[config.mk]
export PLATFORM = sky130hd
export DESIGN_NAME = serial_fifo_pair
export DESIGN_NICKNAME = d
export VERILOG_FILES = /design/src/rtl/serial_fifo_pkg.sv /design/src/rtl/sf_fifo.sv /design/src/rtl/sf_irq_gen.sv /design/src/rtl/serial_fifo_pair.sv
export SDC_FILE = /design/constraint.sdc
export NUM_CORES = 1
export LEC_CHECK = 0
export BUFFER_PORTS_ARGS = -buffer_cell sky130_fd_sc_hd__buf_2
export CAP_MARGIN = 20
export CORE_MARGIN = 5
export CORE_UTILIZATION = 40
export CTS_BUF_LIST = sky130_fd_sc_hd__clkbuf_4
export DETAILED_ROUTE_END_ITERATION = 7
export GPL_TIMING_DRIVEN = 1
export PLACE_DENSITY = 0.58
export SYNTH_ARGS = -nofsm -noshare
export SYNTH_HDL_FRONTEND = slang
export SYNTH_HIERARCHICAL = 1
export SYNTH_SLANG_ARGS = --single-unit
[constraint.sdc]
create_clock -name clk_i -period 4.74 [get_ports clk_i]
set_clock_uncertainty 0.15 [all_clocks]
set_input_delay 0.948 -clock clk_i [delete_from_list [all_inputs] [get_ports clk_i]]
set_output_delay 0.948 -clock clk_i [all_outputs]
set_load 0.1 [all_outputs]
[src/rtl/serial_fifo_pkg.sv]
package serial_fifo_pkg;
  localparam int unsigned DATA_W = 8;
  localparam int unsigned DEPTH  = 16;
  localparam int unsigned CNT_W  = $clog2(DEPTH + 1);

  typedef logic [1:0] trig_code_t;

  function automatic logic [CNT_W-1:0] trig_level(input trig_code_t code);
    case (code)
      2'd0:    trig_level = CNT_W'(1);
      2'd1:    trig_level = CNT_W'(4);
      2'd2:    trig_level = CNT_W'(8);
      default: trig_level = CNT_W'(14);
    endcase
  endfunction
endpackage

[src/rtl/sf_fifo.sv]
module sf_fifo
  import serial_fifo_pkg::*;
#(
  parameter int unsigned DW = DATA_W,
  parameter int unsigned DP = DEPTH,
  localparam int unsigned AW = $clog2(DP),
  localparam int unsigned CW = $clog2(DP + 1)
) (
  input  logic          clk_i,
  input  logic          rst_ni,
  input  logic          flush_i,
  input  logic          push_i,
  input  logic [DW-1:0] data_i,
  input  logic          pop_i,
  output logic [DW-1:0] data_o,
  output logic [CW-1:0] count_o,
  output logic          ovr_o
);
  logic [DW-1:0] mem_q [DP];
  logic [AW-1:0] wr_q, rd_q;
  logic [CW-1:0] cnt_q;
  logic          do_push, do_pop, full, empty;

  assign full    = (cnt_q == CW'(DP));
  assign empty   = (cnt_q == '0);
  assign do_push = push_i && !full && !flush_i;
  assign do_pop  = pop_i && !empty && !flush_i;

  always_ff @(posedge clk_i or negedge rst_ni) begin
    if (!rst_ni) begin
      wr_q   <= '0;
      rd_q   <= '0;
      cnt_q  <= '0;
      ovr_o  <= 1'b0;
      data_o <= '0;
    end else if (flush_i) begin
      wr_q  <= '0;
      rd_q  <= '0;
      cnt_q <= '0;
      ovr_o <= 1'b0;
    end else begin
      if (do_push) wr_q <= wr_q + 1'b1;
      if (do_pop) begin
        rd_q   <= rd_q + 1'b1;
        data_o <= mem_q[rd_q];
      end
      if (push_i && full) ovr_o <= 1'b1;
      cnt_q <= cnt_q + CW'(do_push) - CW'(do_pop);
    end
  end

  always_ff @(posedge clk_i) begin
    if (do_push) mem_q[wr_q] <= data_i;
  end

  assign count_o = cnt_q;

  assert_count_bound_R2: assert property (@(posedge clk_i) disable iff (!rst_ni)
    cnt_q <= CW'(DP));
  assert_full_push_R3: assert property (@(posedge clk_i) disable iff (!rst_ni)
    (push_i && full && !pop_i && !flush_i) |=> (cnt_q == CW'(DP)) && ovr_o);
  assert_ovr_sticky_R3: assert property (@(posedge clk_i) disable iff (!rst_ni)
    (ovr_o && !flush_i) |=> ovr_o);
  assert_empty_pop_R4: assert property (@(posedge clk_i) disable iff (!rst_ni)
    (pop_i && empty && !push_i && !flush_i) |=> (cnt_q == '0) && $stable(data_o));
  assert_flush_R8: assert property (@(posedge clk_i) disable iff (!rst_ni)
    flush_i |=> (cnt_q == '0) && !ovr_o);
endmodule

[src/rtl/sf_irq_gen.sv]
module sf_irq_gen
  import serial_fifo_pkg::*;
#(
  parameter bit IS_RX = 1'b1,
  localparam int unsigned CW = CNT_W
) (
  input  logic [CW-1:0] count_i,
  input  trig_code_t    code_i,
  output logic          irq_o
);
  logic [CW-1:0] level;
  assign level = trig_level(code_i);

  generate
    if (IS_RX) begin : g_rx
      assign irq_o = (count_i >= level);
    end else begin : g_tx
      assign irq_o = (count_i <= level);
    end
  endgenerate
endmodule

[src/rtl/serial_fifo_pair.sv]
module serial_fifo_pair
  import serial_fifo_pkg::*;
#(
  parameter int unsigned DW = DATA_W,
  localparam int unsigned CW = CNT_W
) (
  input  logic          clk_i,
  input  logic          rst_ni,
  input  logic          ctrl_we_i,
  input  logic [7:0]    ctrl_wdata_i,
  input  logic          rx_push_i,
  input  logic [DW-1:0] rx_data_i,
  input  logic          rx_pop_i,
  output logic [DW-1:0] rx_data_o,
  output logic [CW-1:0] rx_count_o,
  output logic          rx_irq_o,
  output logic          rx_overrun_o,
  input  logic          tx_push_i,
  input  logic [DW-1:0] tx_data_i,
  input  logic          tx_pop_i,
  output logic [DW-1:0] tx_data_o,
  output logic [CW-1:0] tx_count_o,
  output logic          tx_irq_o,
  output logic          tx_overrun_o
);
  trig_code_t rx_code_q, tx_code_q;
  logic       rx_flush, tx_flush;

  assign rx_flush = ctrl_we_i && ctrl_wdata_i[1];
  assign tx_flush = ctrl_we_i && ctrl_wdata_i[2];

  always_ff @(posedge clk_i or negedge rst_ni) begin
    if (!rst_ni) begin
      rx_code_q <= 2'b00;
      tx_code_q <= 2'b00;
    end else if (ctrl_we_i) begin
      rx_code_q <= ctrl_wdata_i[7:6];
      tx_code_q <= ctrl_wdata_i[5:4];
    end
  end

  sf_fifo #(.DW(DW), .DP(DEPTH)) u_rx_fifo (
    .clk_i, .rst_ni, .flush_i(rx_flush),
    .push_i(rx_push_i), .data_i(rx_data_i), .pop_i(rx_pop_i),
    .data_o(rx_data_o), .count_o(rx_count_o), .ovr_o(rx_overrun_o)
  );

  sf_fifo #(.DW(DW), .DP(DEPTH)) u_tx_fifo (
    .clk_i, .rst_ni, .flush_i(tx_flush),
    .push_i(tx_push_i), .data_i(tx_data_i), .pop_i(tx_pop_i),
    .data_o(tx_data_o), .count_o(tx_count_o), .ovr_o(tx_overrun_o)
  );

  sf_irq_gen #(.IS_RX(1'b1)) u_rx_irq (
    .count_i(rx_count_o), .code_i(rx_code_q), .irq_o(rx_irq_o)
  );

  sf_irq_gen #(.IS_RX(1'b0)) u_tx_irq (
    .count_i(tx_count_o), .code_i(tx_code_q), .irq_o(tx_irq_o)
  );

  // Interrupt edges must be caused by traffic or a control write in the same direction.
  assert_rx_irq_rise_R6: assert property (@(posedge clk_i) disable iff (!rst_ni)
    $rose(rx_irq_o) |-> $past(rx_push_i || ctrl_we_i));
  assert_rx_irq_fall_R6: assert property (@(posedge clk_i) disable iff (!rst_ni)
    $fell(rx_irq_o) |-> $past(rx_pop_i || ctrl_we_i));
  assert_tx_irq_fall_R7: assert property (@(posedge clk_i) disable iff (!rst_ni)
    $fell(tx_irq_o) |-> $past(tx_push_i || ctrl_we_i));
  assert_tx_irq_rise_R7: assert property (@(posedge clk_i) disable iff (!rst_ni)
    $rose(tx_irq_o) |-> $past(tx_pop_i || ctrl_we_i));
endmodule

== After elaboration in Yosys (flattened, before gate mapping) ==
Memories as Yosys holds them, arrays and structs flattened. A register that Yosys moved wholly into a read port is not among the register bits.
Cells that the tools add are included.
Word-level totals
  bits in registers: 32
  memory bits (writable): 256
  bits of input ports: 31
  output and inout port bits: 30
  memories kept: 2
Memory list
  u_rx_fifo.mem_q: depth 16, width 8, read ports 1, clocked after Yosys merged registers in 1, write ports 1, line sf_fifo.sv:19  | logic [DW-1:0] mem_q [DP];
  u_tx_fifo.mem_q: depth 16, width 8, read ports 1, clocked after Yosys merged registers in 1, write ports 1, line sf_fifo.sv:19
Operators by class
  $add $sub $neg: 8
  order comparisons: 2
  equality and inequality tests: 6
  muxes and demuxes: 20
  bitwise operators: 2
  reduce and logical (&&, ||, !) cells: 32
Operator list (number)
  $mux 4: 8
  $pmux 4 s3: 2
  $add 4x1->4 const B: 4
  $logic_and 1x1->1: 12
  $reduce_bool 2->1: 6
  $add 5x1->5: 2
  $eq 5x5->1 const B: 2
  $logic_not 5->1: 2
  $mux 5: 2
  $sub 5x1->5: 2
  $logic_not 1->1: 8
  $mux 1: 8
  $ge 5x4->1: 1
  $le 5x4->1: 1
  $eq 2x1->1 const B: 2
  $eq 2x2->1 const B: 2
  $logic_not 2->1: 2
  $reduce_and 2->1: 2
  $not 1->1: 2

== Longest topological paths before layout ==
Gate-level depths: netlist (run 1).
  depth in word-level cells: 7
  gate-level depth with buffers: 16

== By module ==
The synthesis (run 1) kept the hierarchy.
Modules (own cells, without submodules)
  sf_fifo: times used 2, cells each 327, area an instance 6107.1 um^2
  serial_fifo_pair: times used 1, cells each 10, area an instance 160.2 um^2
  sf_irq_gen (u_rx_irq): times used 1, cells each 15, area an instance 115.1 um^2
  sf_irq_gen (u_tx_irq): times used 1, cells each 16, area an instance 106.4 um^2

== Worst setup path after synthesis (run 1) ==
OpenSTA, ideal clock, no wires.
  kind: register to output
  start point: register u_rx_fifo.cnt_q[0], in the netlist u_rx_fifo/count_o[0]
  end point: output rx_irq_o
  arrival time: 3620 ps
  required time: 3642 ps
  setup slack: 22 ps
  cell stages (with the launch flop): 6
  cell sequence: dfrtp_1 inv_1 ha_1 nand2b_2 a2111oi_2 nor3_1
On the way
  longest elaborated chain between the ends: 1
RTL lines
  start: declaration: line sf_fifo.sv:21  | logic [CW-1:0] cnt_q;
  start signal: assignment: line sf_fifo.sv:48  | cnt_q <= cnt_q + CW'(do_push) - CW'(do_pop);
  $ge 5x4->1: line sf_irq_gen.sv:16  | assign irq_o = (count_i >= level);
  end: declaration: line serial_fifo_pair.sv:16  | output logic rx_irq_o,
Every way passes these cells.

== Worst setup path after layout (run 1) ==
  start point: register rx_code_q[1]
  end point: output rx_irq_o
On the way
  longest elaborated chain between the ends: 3
  elaborated cells between the ends (all ways): 5
RTL lines
  start: declaration: line serial_fifo_pair.sv:26  | trig_code_t rx_code_q, tx_code_q;
  start signal: assignment: line serial_fifo_pair.sv:37  | rx_code_q <= ctrl_wdata_i[7:6];
  $eq 2x2->1 (tied with other cells): line serial_fifo_pkg.sv:9  | case (code)
  $pmux 4 s3 *: line serial_fifo_pkg.sv:9
  $ge 5x4->1 *: line sf_irq_gen.sv:16
Mark *: on every way between the ends. The rest lies on a longest branch, timed or not.

==> summary.txt, run 1 <==
Status
  – Outcome: finished, final reports clean

Critical path
  – Critical path type: reg -> out
  – CP max stage cell: dfrtp_1
  – WP data arrival: 2390 ps
  – Crit-path cells: nor2_1, ha_1, nand2b_2, a2111oi_2, nor3_1, buf_2
  – CP startpoint: rx_code_q[1]$_DFFE_PN0P_
  – Worst endpoint required time: 3640 ps
  – Delay of the slowest cell on the worst path: 410 ps
  – Worst setup SP type: register
  – RR Startpoint: u_rx_fifo/count_o[2]$_DFF_PN0_
  – Max Fanout on Critical Path: 4
  – Worst setup EP type: output port

Floorplanning
  – Chip Height: 187 um
  – Num rows: 65
  – Ports: 61
  – Initial cell density of the core: 0.402
  – Die ar.: approximately 0.035 mm^2
  – Core Box Area: 0.0313 mm^2
  – Chip width: 187 um

Logic synthesis
  – Number of flops mapped to enable cells by yosys: around 260
  – Yosys Warn Count: 6
  – FFs w/ async S/R, synth: 0.158
  – Syn Inst Count: 695
  – Post-synthesis sequential area ratio: 0.706
  – Post-synth top flop: edfxtp_1
  – Post-synthesis cell type count: 42
  – Syn Area/Cell: 18.1 um^2
  – Yosys reg bits: 304
  – Mapped Nets: approximately 760
  – Synthesized area: 0.0126 mm^2

Timing
  – Max Slew Vio Count: 0
  – Fin crit period: 3490 ps
  – Final WS setup: 1250 ps
  – Setup TNS: 0 ps
  – Rel. slew slack: 0.313
  – RSZ-0062 raised after global routing: no
  – Final cycle utilization of the critical path: 0.736
  – F_max: 287 MHz
  – # setup viols final: 0
  – Least-Margin Pin Slew: 1030 ps
  – Final Hold Viols: 0

Drt
  – Via count: 6602
  – DR vias/cell: ~5.2
  – Drt first pass iters: 5
  – DR iter-0 viols: 309
  – Avg WL per Cell: 19.7 um
  – DRC: 0
  – Routed Antenna Nets: 0
  – Drt total wl: 25.0 mm

Clock tree
  – Clock Pin Slew Worst Setup and Hold Paths: 70 ps
  – Root buffer cell: clkbuf_4
  – Post-CTS Setup Inserts: 0
  – H-tree levels: 3
  – Num Clock Sinks: 304
  – Maximum root-to-sink buffer count: 3
  – CTS buffer count: 78
  – Cts repair resizes: 0
  – Worst-skew pair later-pin latency: ~660 ps
  – CTS tree: done
  – Cts hold-fix bufs: 0

Placed design
  – HPWL after DPL: 16.0 mm
  – Count of input and output buffers: 58
  – Setup slack at placement: 975 ps
  – RD Place Congestion: ~0.76

Layout
  – Layout net count: approximately 870
  – Area Growth Syn to Fin: 12.8%
  – Layout cells sized above 1: 0.307
  – Multi-input gate area: roughly 0.0033 mm^2
  – Register area: 0.00889 mm^2
  – Filler cell count: 2704

Min path
  – Hold Path Class: in -> async

Global route
  – Total Routing Usage GR: 0.143
  – First-pass GRT wire length: 39.3 mm
  – Initial antenna violation count: 2
  – Number of global-route vias before repair: approximately 7200
  – Congestion Overflow GR: 0
  – Largest net degree at the start of global routing: 34

Pwr
  – Power density over the cells: a little under 600 mW/mm^2
  – Worst-case vdd ir drop: 0.810 mV
  – Leakage: 5.13 nW

Flow run
  – Maxcap violations: 0
cells in the mapped netlist (4+ instances only):
| cell | number | area [um^2] |
|---|---|---|
| nor3b_1 | 4 | 30.0 |
| nor3_1 | 12 | 60.1 |
| buf_1 | 4 | 15.0 |
| mux4_1 | 4 | 105 |
| dfrtp_1 | 48 | 1200 |
| mux2_2 | 4 | 45.0 |
| nor2_1 | 48 | 180 |
| nor2b_1 | 6 | 37.5 |
| nand3_1 | 15 | 75.1 |
| nand2b_1 | 6 | 37.5 |
| ha_1 | 30 | 375 |
| xor2_1 | 12 | 105 |
| clkbuf_1 | 4 | 15.0 |
| buf_2 | 12 | 60.1 |
| edfxtp_1 | 256 | 7690 |
| and3_1 | 4 | 25.0 |
| buf_6 | 6 | 67.6 |
| xnor2_1 | 4 | 35.0 |
| mux4_2 | 60 | 1350 |
| a211oi_1 | 16 | 120 |
| o22ai_1 | 16 | 100 |
| mux2i_1 | 16 | 160 |
| a21o_1 | 18 | 135 |
| a21oi_1 | 10 | 50.1 |
| nand2_1 | 20 | 75.1 |
| inv_1 | 32 | 120 |
| buf_12 | 4 | 80.1 |
sequential cells by signal (all words and copies together), names as in the netlist:
name	flops
u_tx_fifo/mem_q	128
u_tx_fifo/rd_q	4
u_rx_fifo/count_o	5
tx_code_q	2
rx_code_q	2
u_tx_fifo/data_o	8
u_rx_fifo/ovr_o	1
u_tx_fifo/ovr_o	1
u_rx_fifo/wr_q	4
u_rx_fifo/mem_q	128
u_rx_fifo/data_o	8
u_rx_fifo/rd_q	4
u_tx_fifo/wr_q	4
u_tx_fifo/count_o	5
worst max-delay path, delay by kind of cell, from the launching register on:
family	cells	cell delay (ps)
and+or+nand+nor	3	420
DFF	1	410
buffers and inverters	1	300
adders and majority gates	1	240
AOI/OAI and AO/OA	1	360
path summary, 6_finish.rpt:
check	to	depth (start not counted)	slack, ps
worst max-delay path	rx_irq_o	6	1250
worst min-delay path	u_rx_fifo/data_o[0]$_DFFE_PN0P_	1	70
worst max register to register	u_rx_fifo/count_o[4]$_DFF_PN0_	14	1400
worst min register to register	u_tx_fifo/data_o[2]$_DFFE_PN0P_	1	320
max in group asynchronous	u_tx_fifo/wr_q[1]$_DFFE_PN0P_	2	3510
min in group clk_i	u_tx_fifo/data_o[2]$_DFFE_PN0P_	1	320
layer usage:
layer,GRT usage,up-vias,wire (um)
li1,-,3003,-
met1,0.173,3346,9890
met2,0.245,191,12900
met3,0.0386,62,1470
met4,0.0599,0,716
met5,0,-,0
kinds of logic after synthesis:
family / Yosys count / share of synthesized area
DFF: 304 / 0.706
muxes: 84 / 0.132
AOI/OAI and AO/OA: 64 / 0.0353
buffers and inverters: 66 / 0.0308
adders and majority gates: 32 / 0.0330
xor gates and xnor gates: 16 / 0.0111
and+or+nand+nor: 129 / 0.0523
report_power, final:
part	internal, W	switching, W	total (W)
Sequential	0.00319	0.000362	0.00355
Combinational	0.000869	0.00182	0.00269
Clock	0.00120	0.00101	0.00221
Total	0.00526	0.00320	0.00845
per-stage QoR:
step                      hold WS, ps  power (W)  area, um^2  cells  utilization
after floorplan                   377    0.00577       12600    695            -
after global placement            304    0.00624       13200   1132        0.422
after detailed placement          310    0.00632       13200   1132        0.422
final                            73.2    0.00845       14200   1268        0.454
after global routing             43.3    0.00892       14200   1267        0.454
after CTS                        35.3    0.00858       14200   1266        0.454
layout by cell type (no fill, tap or decap), types with 11 or more instances in the layout:
cell and n:
a211oi_1 16, a21o_1 18, buf_2 58, buf_4 11
clkbuf_4 112, clkinv_1 14, dfrtp_1 44, edfxtp_1 256
ha_1 30, inv_1 32, mux2i_1 16, mux4_2 60
nand2_1 20, nand3_1 15, nor2_1 48, nor3_1 12
o22ai_1 16, xor2_1 12
area by class of cell:
type,count,area share
Clock inverter,22,0.0110
Sequential cell,304,0.626
Timing Repair Buffer,69,0.0262
Inverter,32,0.00845
Multi-Input combinational cell,325,0.234
Clock buffer,112,0.0592
Antenna cell,2,0.000352
Tap cell,402,0.0354
Note: power is estimated with default switching activity, not from simulation.
==> run 2: changes to the inputs <==
PLACE_DENSITY = 0.6   (was 0.58)
clock period = 2.9 ns   (was 4.74 ns; I/O delays follow)
==> summary.txt, run 2 (synthesis results as in run 1) <==
Status
  – Outcome: finished with violations (was finished, final reports clean)
  – Failing checks: setup timing

Placed design
  – Setup slack at placement: -7.76 ps (was 975 ps)
  – RD Place Congestion: 0.750 (was 0.762)
  – HPWL after DPL: 15.8 mm (was 16.0 mm)
  – Count of input and output buffers: 58 (unchanged)
  – Total placed cells including tap cells: 1180 (was 1132)

Critical path
  – Worst endpoint required time: 2170 ps (was 3640 ps)
  – Worst setup SP type: register (unchanged)
  – Max Fanout on Critical Path: 3 (was 4)
  – Worst setup EP type: output port (unchanged)
  – WP data arrival: 2190 ps (was 2390 ps)
  – Critical path type: reg -> out (unchanged)

Pwr
  – Worst-case vdd ir drop: 1.14 mV (was 0.810 mV)
  – Leakage: 5.56 nW (was 5.13 nW)
  – Power density over the cells: 971 mW/mm^2 (was 595 mW/mm^2)

Layout
  – Most frequent cells in the layout: 256 x edfxtp_1, 137 x clkbuf_4, 62 x buf_4 (was 256 x edfxtp_1, 112 x clkbuf_4, 60 x mux4_2)
  – Commonest non-fill, non-tap cell in the layout: edfxtp_1 (unchanged)
  – Layout net count: 942 (was 873)
  – Layout cells sized above 1: 0.409 (was 0.307)
  – Area Growth Syn to Fin: 20.2% (was 12.8%)
  – Top flop regs: u_rx_fifo/mem_q x128, u_tx_fifo/mem_q x128 (unchanged)
  – Fin cells: 1350 (was 1268)

Timing
  – Max Slew Vio Count: 0 (unchanged)
  – RSZ-0062 raised after global routing: yes (was no)
  – Fin crit period: 2920 ps
  – F_max: around 340 MHz
  – Least-Margin Pin Slew: 633 ps (was 1030 ps)
  – Rel. slew slack: 0.578 (was 0.313)
  – Final WS setup: -23.5 ps (was 1250 ps)
  – # setup viols final: 1 (was 0)
  – Final cycle utilization of the critical path: 1.01
  – Fin Hold WS: 103 ps (was 73.2 ps)
  – Final Hold Viols: 0 (unchanged)

Drt
  – Drt total wl: 24.8 mm (was 25.0 mm)
  – Via count: 6667 (was 6602)
  – DR vias/cell: 4.94 (was 5.21)
  – DR iter-0 viols: 382 (was 309)
  – Drt first pass iters: 4 (was 5)
  – Avg WL per Cell: 18.4 um (was 19.7 um)
  – DRC: 0 (unchanged)
  – Routed Antenna Nets: 0 (unchanged)

Global route
  – Number of global-route vias before repair: 7275 (was 7186)
  – First-pass GRT wire length: 39.8 mm (was 39.3 mm)
  – Grt met1 use: 0.182 (was 0.173)
  – Largest net degree at the start of global routing: 36 (was 34)
  – Met2 Usage GRT: 0.243 (was 0.245)
  – Initial antenna violation count: 1 (was 2)
  – Congestion Overflow GR: 0 (unchanged)
  – Total Routing Usage GR: 0.145 (was 0.143)
  – GRT Max-Usage Layer: met2 (unchanged)
  – Met3 usage: 0.0371 (was 0.0386)

Floorplanning
  – Core Box Area: 0.0313 mm^2 (unchanged)
  – Chip Height: 187 um (unchanged)
  – Ports: 61 (unchanged)
  – Initial cell density of the core: 0.402 (unchanged)
  – Die ar.: 0.0351 mm^2 (unchanged)
  – Num rows: 65 (unchanged)
  – Chip width: 187 um (unchanged)

Min path
  – Hold Path Class: in -> reg (was in -> async)

Clock tree
  – CTS tree: done (unchanged)
  – Num Clock Sinks: 304 (unchanged)
  – Worst-skew pair later-pin latency: 700 ps (was 660 ps)
  – Clock Pin Slew Worst Setup and Hold Paths: 60 ps (was 70 ps)
  – Maximum root-to-sink buffer count: 3 (unchanged)
  – Root buffer cell: clkbuf_4 (unchanged)
  – H-tree levels: 3 (unchanged)
  – CTS buffer count: 83 (was 78)

Flow run
  – Maxcap violations: 0 (unchanged)
[run 2: cell count changes in the layout (fill, tap and decap cells not counted), sizes merged]
cell / change
bufinv: -2
clkinv: -3
clkbuf: +25
clkinvlp: -1
dlygate4sd3: +8
inv: -1
buf: +56
[run 2: worst max-delay path: stages, from the launching register on]
cell and delay, ps:
dfrtp_1 390, buf_4 150, nand2_1 100, ha_4 210, a2111oi_4 400, nor3_4 70
buf_12 180
[run 2: repair_timing]
| item | in CTS | in global routing |
|---|---|---|
| endpoints found under the hold margin | 23 | 0 |
| pin swaps | 8 | 15 |
| buffers inserted | 5 | 3 |
| resized for setup | 21 | 15 |
| endpoints found under the setup margin | 3 | 4 |
| hold buffers | 8 | 0 |
[run 2: power by group]
group	switching [W]	internal [W]	leakage [nW]	total, W
clock network	0.00167	0.00212	0.659	0.00379
registers	0.000344	0.00525	2.90	0.00559
logic	0.00339	0.00193	2.00	0.00532
[run 2: area by class of cell]
type                       count  area [um^2]
timing repair buffer         133          940
multi-input combinational    325         3570
fill                        2706        16200
inverter                      32          125
antenna                        2         5.00
tap                          402          503
clock inverter                15         57.6
clock buffer                 137         1030
sequential                   304         8910
[run 2: through the flow]
step	total power, W	TNS, ps	util	cell area, um^2
finish	0.0147	-23.5	0.484	15100
global route	0.0156	-261	0.484	15100
CTS	0.0147	-170	0.480	15000
detailed placement	0.0106	-7.76	0.438	13700
global placement	0.0106	0	0.438	13700
floorplan	0.00960	-862	-	12700
[run 2: path summary, 6_finish.rpt]
path | start | end | slack, ps | depth (start not counted)
worst max-delay path | rx_code_q[0]$_DFFE_PN0P_ | rx_irq_o | -20 | 6
worst max register to register | u_tx_fifo/count_o[3]$_DFF_PN0_ | u_tx_fifo/count_o[4]$_DFF_PN0_ | 100 | 14
worst min register to register | u_tx_fifo/data_o[2]$_DFFE_PN0P_ | u_tx_fifo/data_o[2]$_DFFE_PN0P_ | 320 | 1
worst min-delay path | tx_pop_i | u_tx_fifo/rd_q[1]$_DFFE_PN0P_ | 100 | 3
max in group asynchronous | rst_ni | u_tx_fifo/count_o[2]$_DFF_PN0_ | 1500 | 3
min in group asynchronous | rst_ni | u_tx_fifo/count_o[0]$_DFF_PN0_ | 220 | 2
[run 2: layer usage]
layer,wire length (um),part of all wire
met4,494,0.020
met5,0,0
met2,12600,0.51
met3,902,0.036
met1,10800,0.43
==> run 3: changes to the inputs <==
CORE_UTILIZATION = 55   (was 40)
PLACE_DENSITY = 0.77   (was 0.6)
==> summary.txt, run 3 (synthesis results as in run 1) <==
Drt
  – Metal3 WL: 1.05 mm (was 902 um)
  – Routed Antenna Nets: 0 (unchanged)
  – M1 WL: 9.60 mm (was 10.8 mm)
  – Avg WL per Cell: 20.1 um (was 18.4 um)
  – DR vias/cell: 5.56 (was 4.94)
  – Drt first pass iters: 5 (was 4)
  – Drt total wl: 24.4 mm (was 24.8 mm)
  – DRC: 0 (unchanged)
  – WL met2: 13.2 mm (was 12.6 mm)
  – Top sig layer: met4 (unchanged)
  – DR iter-0 viols: 406 (was 382)
  – Via count: 6746 (was 6667)

Placed design
  – Count of input and output buffers: 58 (unchanged)
  – Placed cell areas: 0.0135 mm^2 (was 0.0137 mm^2)
  – RD Place Congestion: 0.804 (was 0.750)
  – HPWL after DPL: 16.1 mm (was 15.8 mm)

Timing
  – Least-Margin Pin Slew: 773 ps (was 633 ps)
  – Fin Hold WS: 80.4 ps (was 103 ps)
  – Max Slew Vio Count: 0 (unchanged)
  – Rel. slew slack: 0.485 (was 0.578)
  – Fin crit period: 2920 ps (about the same)
  – Final Hold Viols: 0 (unchanged)
  – RSZ-0062 raised after global routing: yes (unchanged)
  – Final WS setup: -18.0 ps (was -23.5 ps)
  – Setup TNS: -28.3 ps (was -23.5 ps)
  – # setup viols final: 2 (was 1)
  – F_max: 343 MHz (was 342 MHz)
  – Final cycle utilization of the critical path: 1.01 (about the same)

Pwr
  – Power density over the cells: 976 mW/mm^2 (was 971 mW/mm^2)
  – Int Pwr: 0.00910 W (was 0.00930 W)
  – Seq pwr share: 0.391 (was 0.380)
  – P_sw: 0.00538 W (was 0.00540 W)
  – Switching Share: 0.372 (was 0.368)
  – Comb power frac: 0.364 (was 0.362)
  – Clk network pwr share: 0.245 (was 0.258)
  – Worst-case vdd ir drop: 1.02 mV (was 1.14 mV)
  – Leakage: 5.47 nW (was 5.56 nW)

Floorplanning
  – Chip Height: 161 um (was 187 um)
  – Core Box Area: 0.0226 mm^2 (was 0.0313 mm^2)
  – Num rows: 55 (was 65)
  – Ports: 61 (unchanged)
  – Chip width: 161 um (was 187 um)
  – Initial cell density of the core: 0.558 (was 0.402)
  – Die ar.: 0.0260 mm^2 (was 0.0351 mm^2)

Global route
  – Initial antenna violation count: 1 (unchanged)
  – Total Routing Usage GR: 0.191 (was 0.145)
  – Number of global-route vias before repair: 7427 (was 7275)
  – Congestion Overflow GR: 0 (unchanged)
  – First-pass GRT wire length: 38.8 mm (was 39.8 mm)
  – Largest net degree at the start of global routing: 36 (unchanged)

Clock tree
  – Root buffer cell: clkbuf_4 (unchanged)
  – Clock Pin Slew Worst Setup and Hold Paths: 60 ps (about the same)
  – CTS buffer count: 76 (was 83)
  – Maximum root-to-sink buffer count: 3 (unchanged)
  – Worst-skew pair later-pin latency: 660 ps (was 700 ps)
  – CTS tree: done (unchanged)
  – Num Clock Sinks: 304 (unchanged)
  – H-tree levels: 3 (unchanged)

Layout
  – Layout cells sized above 1: 0.397 (was 0.409)
  – Top flop regs: u_rx_fifo/mem_q x128, u_tx_fifo/mem_q x128 (unchanged)
  – Most frequent cells in the layout: 256 x edfxtp_1, 109 x clkbuf_4, 62 x buf_4 (was 256 x edfxtp_1, 137 x clkbuf_4, 62 x buf_4)
  – Area Growth Syn to Fin: 17.8% (was 20.2%)
  – Register area: 0.00891 mm^2 (unchanged)
  – Filler cell count: 1492 (was 2706)
  – Layout net count: 932 (was 942)
  – Commonest non-fill, non-tap cell in the layout: edfxtp_1 (unchanged)
  – Fin area: 0.0148 mm^2 (was 0.0151 mm^2)
  – Multi-input gate area: 0.00354 mm^2 (was 0.00357 mm^2)

Critical path
  – Critical path type: reg -> reg (was reg -> out)
  – Worst setup SP type: register (unchanged)
  – Reg2reg path depth: 14 (unchanged)
  – Max Fanout on Critical Path: 2 (was 3)
  – Worst endpoint required time: 3250 ps (was 2170 ps)
  – WP data arrival: 3270 ps (was 2190 ps)
  – Worst setup EP type: register (was output port)

Status
  – Failing checks: setup timing (unchanged)
  – Outcome: finished with violations (unchanged)

Min path
  – Hold Path Class: in -> reg (unchanged)
  – Hold Path Cell Cnt: 2 (was 3)

Flow run
  – Maxcap violations: 0 (unchanged)
## run 3: critical path, stage by stage, from the launching register on
cell,delay [ps]
dfrtp_4,480
inv_2,90
ha_4,140
or4b_4,490
nand3b_4,100
inv_2,50
ha_4,200
inv_2,60
ha_4,120
inv_2,30
fa_2,340
nor2b_2,140
o21bai_1,100
a21oi_1,190
nor3b_2,70
## run 3: worst paths after layout
check                                                 from                              end  slack, ps
max reg2reg                 u_rx_fifo/count_o[2]$_DFF_PN0_   u_rx_fifo/count_o[4]$_DFF_PN0_        -20
max in group asynchronous                           rst_ni  u_rx_fifo/data_o[5]$_DFFE_PN0P_       1560
min reg2reg                u_tx_fifo/data_o[1]$_DFFE_PN0P_  u_tx_fifo/data_o[1]$_DFFE_PN0P_        320
max                         u_rx_fifo/count_o[2]$_DFF_PN0_   u_rx_fifo/count_o[4]$_DFF_PN0_        -20
min in group asynchronous                           rst_ni      u_tx_fifo/ovr_o$_DFFE_PN0P_        400
min                                              ctrl_we_i         rx_code_q[0]$_DFFE_PN0P_         80
## run 3: through the flow
step | utilization | setup WS [ps] | total power (W) | instances
2_1_floorplan | - | -297 | 0.00960 | 695
6_report | 0.657 | -18.0 | 0.0145 | 1213
3_3_place_gp | 0.599 | 45.1 | 0.0104 | 1058
5_1_grt | 0.657 | -128 | 0.0152 | 1213
4_1_cts | 0.654 | -89.8 | 0.0145 | 1208
3_5_place_dp | 0.599 | -88.5 | 0.0106 | 1058
## run 3: timing repair
item,CTS,global route
hold endpoints to repair,37,0
setup buffers,9,4
hold buffers,5,0
endpoints found under the setup margin,4,5
pin swaps,13,10
resized for setup,23,8
## run 3: power by group through the flow
stage	Combinational (W)	Clock [W]	Sequential [W]
final	0.00527	0.00355	0.00567
after global routing	0.00559	0.00390	0.00573
after CTS	0.00519	0.00366	0.00566
after detailed placement	0.00483	0	0.00576
after global placement	0.00468	0	0.00570
after floorplan	0.00264	0	0.00696
## run 3: cell type report
| type | instances | share of cell area |
|---|---|---|
| Antenna cell | 1 | 0.000169 |
| Inverter | 32 | 0.00827 |
| Timing Repair Buffer | 130 | 0.0613 |
| Multi-Input combinational cell | 325 | 0.239 |
| Clock inverter | 27 | 0.0116 |
| Tap cell | 285 | 0.0240 |
| Clock buffer | 109 | 0.0552 |
| Sequential cell | 304 | 0.601 |
## run 3: per-layer routing
layer,vias up,global-route usage
li1,3109,-
met1,3419,0.228
met2,180,0.342
met3,38,0.0403
met4,0,0.0752
met5,-,0
